--- config.mk ---
export PLATFORM = sky130hd
export DESIGN_NAME = gpio_pin_resolver
export DESIGN_NICKNAME = d
export VERILOG_FILES = /design/src/rtl/gpio_pin_resolver.sv
export SDC_FILE = /design/constraint.sdc
export NUM_CORES = 1
export LEC_CHECK = 0
export ABC_AREA = 1
export BUFFER_PORTS_ARGS = -buffer_cell sky130_fd_sc_hd__buf_2
export CORE_AREA = 2 2 240 242
export CTS_CLUSTER_DIAMETER = 50
export DETAILED_ROUTE_END_ITERATION = 10
export DIE_AREA = 0 0 242 244
export SLEW_MARGIN = 10
export SYNTH_ARGS = -nofsm -noshare
export SYNTH_HDL_FRONTEND = slang
export SYNTH_SLANG_ARGS = --single-unit
--- constraint.sdc ---
create_clock -name clk -period 2.2 [get_ports clk]
set_input_delay 0.11 -clock clk [delete_from_list [all_inputs] [get_ports clk]]
set_output_delay 0.11 -clock clk [all_outputs]
set_load 0.1 [all_outputs]
--- src/rtl/gpio_pin_resolver.sv ---
module gpio_pin_resolver #(
  parameter int NPINS = 32,
  parameter int CFG_W = 11
) (
  input  logic                   clk,
  input  logic                   rst_n,
  input  logic [NPINS*CFG_W-1:0] pin_cfg,
  input  logic [NPINS-1:0]       out_latch,
  input  logic [NPINS-1:0]       ext_level,
  input  logic [NPINS-1:0]       ext_valid,
  output logic [NPINS-1:0]       in_sample,
  output logic [NPINS-1:0]       pin_out,
  output logic [NPINS-1:0]       pin_oe,
  output logic [NPINS-1:0]       chg_strobe,
  output logic [NPINS-1:0]       short_err
);

  logic [NPINS-1:0] lvl_q;
  logic [NPINS-1:0] in_nx, oe_nx, lvl_nx, sc_nx;

  for (genvar g = 0; g < NPINS; g++) begin : g_pin
    logic [CFG_W-1:0] c;
    logic [2:0]       mode;
    logic             pull_en, pull_lv, mode_ok, drv, cur;

    assign c       = pin_cfg[g*CFG_W +: CFG_W];
    assign mode    = c[10:8];
    assign pull_en = c[2];
    assign pull_lv = c[3];
    assign mode_ok = !mode[2] || (mode[1] ? !out_latch[g] : out_latch[g]);
    assign drv     = mode_ok && c[0];
    assign cur     = ext_valid[g] ? ext_level[g] : in_sample[g];

    always_comb begin
      oe_nx[g]  = drv;
      lvl_nx[g] = out_latch[g];
      in_nx[g]  = cur;
      sc_nx[g]  = 1'b0;
      if (c[1]) begin
        if (pull_en) in_nx[g] = pull_lv;
      end else begin
        sc_nx[g] = drv && ext_valid[g] && (out_latch[g] != ext_level[g]);
        if (!ext_valid[g]) begin
          if (pull_en && !drv) begin
            oe_nx[g]  = 1'b1;
            lvl_nx[g] = pull_lv;
          end
          if (oe_nx[g]) in_nx[g] = lvl_nx[g];
        end
      end
    end
  end

  always_ff @(posedge clk) begin
    if (!rst_n) begin
      in_sample  <= '0;
      pin_oe     <= '0;
      lvl_q      <= '0;
      chg_strobe <= '0;
      short_err  <= '0;
    end else begin
      in_sample  <= in_nx;
      pin_oe     <= oe_nx;
      lvl_q      <= lvl_nx;
      chg_strobe <= (oe_nx ^ pin_oe) | (lvl_nx ^ lvl_q);
      short_err  <= sc_nx;
    end
  end

  assign pin_out = pin_oe & lvl_q;

endmodule

# Yosys cells after proc, flatten, opt, wreduce, memory -nomap -nowiden
# Cells that the tools add are included.
[op_classes]
eq_ne = 32
n_mux = 448
n_bitwise = 5
reduce_logical = 288
[ops]
columns = ["operator", "n"]
rows = [
  ["2-to-1 mux 1 bit", 448],
  ["logical AND 1 bit", 128],
  ["logical NOT 1 bit", 96],
  ["OR reduction 2 bit", 32],
  ["XOR 32 bit", 2],
  ["bitwise AND 32 bit", 1],
  ["logical OR 1 bit", 32],
  ["!= test 1 bit", 32],
  ["OR 32 bit", 1],
  ["NOT 1 bit", 1],
]
[word_totals]
register_bits = 160
in_bits = 450
out_inout_bits = 160
wordCells = 809

# Logic depth before layout (Yosys ltp)
[depth]
word_depth = 13
mapped_depth = 12

# Worst setup path after synthesis
# OpenSTA, ideal clock, no wires.
[synth_timing]
kind = "register to output"
start = "reg pin_oe[0]"
end = "out pin_out[0]"
arrival_time_ns = 1.691
required_time_ns = 2.090
path_slack_ns = 0.399
path_stages_with_launch = 3
path_cell_list = "dfxtp_1 nand2_1 inv_1"
[synth_via]
elab_chain_cells = 1
[synth_lines]
columns = ["element", "line", "text"]
rows = [
  ["from (decl)", "13", "output logic [NPINS-1:0] pin_oe,"],
  ["from (signal assigned)", "63", "pin_oe <= oe_nx;"],
  ["bitwise AND 32 bit", "70", "assign pin_out = pin_oe & lvl_q;"],
  ["to (decl)", "12", "output logic [NPINS-1:0] pin_out,"],
]
# Every way passes these cells.

# Final worst setup path
[layout_timing]
start = "in pin_cfg[342]"
end = "reg short_err[31]"
[layout_via]
elab_chain_cells = 1
[layout_lines]
columns = ["element", "line", "text"]
rows = [
  ["from (decl)", "7", "input logic [NPINS*CFG_W-1:0] pin_cfg,"],
  ["OR reduction 2 bit (no line)", "n/a", ""],
  ["to (signal assigned)", "66", "short_err <= sc_nx;"],
  ["to (decl)", "15", "output logic [NPINS-1:0] short_err"],
]
# Every way passes these cells.
# A chain may end at the register's enable or synchronous reset.

==> flow_summary.json <==
{
  "relSlewSlack": 0.609,
  "grt_pass1_wl_mm": 59.3,
  "start_util": 0.180,
  "path_cells": "dlygate4sd3_1 -> buf_2 -> inv_1 -> nand3_1 -> dlygate4sd3_1 -> nor3_1 -> dlygate4sd3_1",
  "cts_resized": 0,
  "postSynthAreaPerCell_um2": 6.30,
  "antenna_found_initial": 8,
  "p_sw_frac": 0.387,
  "synthMostInstantiatedCell": "nand2_1",
  "power_density_nw_per_um2": 668,
  "p_clk_frac": 0.349,
  "synth_top_area_frac": 0.316,
  "cts_tree": "done",
  "wl_per_cell_um": 13.0,
  "crit_arrival_ps": 2270,
  "synth_area_um2": 10100,
  "syn_inst": 1608,
  "yosys-top-cells-count": "nand2_1, inv_1, dfxtp_1, nand3_1, nand2_2",
  "fin_ws_ps": 338,
  "tightest_slew_ps": 587,
  "dp_slack_ps": 850,
  "reg2regPathDepth": 7,
  "routed_via_density": 3.98,
  "numCtsBuffers": 17,
  "p_switching_w": 0.00397,
  "setup_viol": 0,
  "cp_num_cells": 7,
  "yosys_most_used_dff": "dfxtp_1",
  "cts_max_level": 4,
  "comb_power_share": 0.336,
  "ys_ff_latch": 160,
  "synth-edff-count": 0,
  "pin_count": 610,
  "hold_violations": 0,
  "fin_cells": 2969,
  "path_buf_inv": 5,
  "ff2ff_setup_slack_ps": 710,
  "crit_end": "short_err[31]",
  "num_rows": 87,
  "initialDrtViolationCount": 429,
  "max_freq_ghz": 0.537,
  "die-area_um2": 59000,
  "grt_max_degree": 40,
  "worstReg2RegStart": "in_sample[27]",
  "drc": 0,
  "final_nets": 2649,
  "numClockSinks": 160,
  "vdd_drop_max_v": 0.000562,
  "root_buffer": "clkbuf_16",
  "core-area_um2": 56200,
  "critical_path_required_ps": 2610,
  "worst_skew_pair.late_latency_ps": 470,
  "dieHeight_um": 244,
  "setup-tns-final_ps": 0,
  "syn-num-nets": 2058,
  "yosys_warnings": 0,
  "yosys.area.top_type": "dfxtp_1",
  "pwr-share-seq": 0.315,
  "cp_common_cell": "dlygate4sd3_1",
  "fillers": 6258,
  "worstSetupStartpointType": "input port",
  "dp_hpwl_mm": 31.3,
  "vias": 11800,
  "drt-pass1-iter-count": 5,
  "r2r_end": "in_sample[27]",
  "fin_crit_sh": 0.846,
  "drive_gt1_frac": 0.288,
  "die_w_um": 242,
  "synth_area_leaders": "dfxtp_1, nand2_1, inv_1, nand3_1, nand3_2",
  "endpoint_kind": "flip-flop",
  "io_buffers": 449,
  "drtAntennaViolNets": 0,
  "placed_cells": 2800,
  "hp-class": "in2reg",
  "cts_buffer_depth": 2,
  "synth_cell_types": 24,
  "cp_slowest_cell": "dlygate4sd3_1",
  "grt_pass1_vias": 11100,
  "crit_fanout": 3,
  "syn_to_final_growth_pct": 51.6,
  "path_delay_family": "buffers and inverters",
  "path_class": "in2reg",
  "status": "finished clean",
  "track_usage": 0.130,
  "path_clk_slew_ps": 70,
  "skew_ps": 8.47,
  "internal_power_w": 0.00628,
  "routed_wirelength_mm": 38.6,
  "critical-path-max-stage-delay_ps": 570,
  "maxSlewViolCount": 0,
  "p_leak_nw": 8.55,
  "drv_cap": 0,
  "ys_async_sr_fraction": 0,
  "yosysSeqAreaShare": 0.316,
  "overflow": 0,
  "startpoint": "pin_cfg[342]",
  "finalCriticalPeriod_ps": 1860,
  "finalWeightedCongestion": 0.882,
  "rsz0062_at_grt": "no"
}
## sequential cells by signal, summed over array words and instances, names as in the netlist
name        cells
chg_strobe     32
in_sample      32
lvl_q          32
pin_oe         32
short_err      32
## kinds of logic after synthesis
group / share of synthesized area
compound gates: 0.0733
flops: 0.316
xor+xnor: 0.0554
buf+inv: 0.136
simple gates: 0.419
## routing by layer
metal / track usage / vias to the layer above / part of all wire
met5: 0 / - / 0.0011
met4: 0.0450 / 6 / 0.019
met3: 0.0466 / 43 / 0.073
met2: 0.212 / 330 / 0.46
met1: 0.157 / 5298 / 0.45
li1: - / 6145 / -
## worst min path at each step
stage | startpoint | end | depth (start not counted) | slack, ps
global route | ext_valid[2] | lvl_q[2] | 5 | 30
CTS | ext_valid[19] | lvl_q[19] | 5 | 0.7
floorplan | pin_cfg[243] | short_err[22] | 1 | 190
detailed placement | pin_cfg[287] | short_err[26] | 2 | 340
finish | ext_valid[2] | lvl_q[2] | 5 | 60
global placement | pin_cfg[210] | short_err[19] | 2 | 340
## cells in the final DEF, fill, tap and decap left out, types with 20 or more instances in the layout
cell type	n
nand2_2	68
dlygate4sd3_1	136
o211ai_1	32
nand3_2	58
a21oi_1	49
buf_2	448
nor2_2	20
nor2_1	56
dfxtp_1	160
xnor2_1	61
nand3_1	149
nand2_1	493
o21ai_0	36
inv_1	341
## tightest hold or removal path, stage by stage
cell,delay [ps]
buf_2,120
nor2_2,60
nand3_2,80
nand2_2,50
nor2_1,70
## timing repair
item	4_1_cts	5_1_grt
hold endpoints to repair	86	0
buffers inserted	0	0
hold buffers	136	0
## area by class of cell
type | count | area [um2] | area share
clock inverters | 9 | 205 | 0.0134
well taps | 756 | 946 | 0.0616
inverters | 342 | 1290 | 0.0838
clock buffers | 21 | 470 | 0.0306
multi-input cells | 1088 | 5550 | 0.361
diodes | 3 | 7.51 | 0.000489
flip-flops and latches | 160 | 3200 | 0.209
repair buffers | 590 | 3690 | 0.240
## power by group through the flow
stage / Clock, W / Sequential (W) / Combinational (W)
2_1_floorplan: 0 / 0.00447 / 0.00124
3_3_place_gp: 0 / 0.00330 / 0.00327
6_report: 0.00357 / 0.00323 / 0.00344
4_1_cts: 0.00375 / 0.00323 / 0.00346
3_5_place_dp: 0 / 0.00330 / 0.00328
5_1_grt: 0.00385 / 0.00326 / 0.00372
## per-stage QoR
stage	hold WS, ps	util	instance area [um2]	total power [W]
after global routing	28.9	0.273	15300	0.0108
after detailed placement	343	0.237	13300	0.00658
after CTS	0.663	0.273	15300	0.0104
after global placement	343	0.237	13300	0.00657
final	57.8	0.273	15300	0.0102
after floorplan	186	-	10100	0.00571
Note: power is estimated with default switching activity, not from simulation.
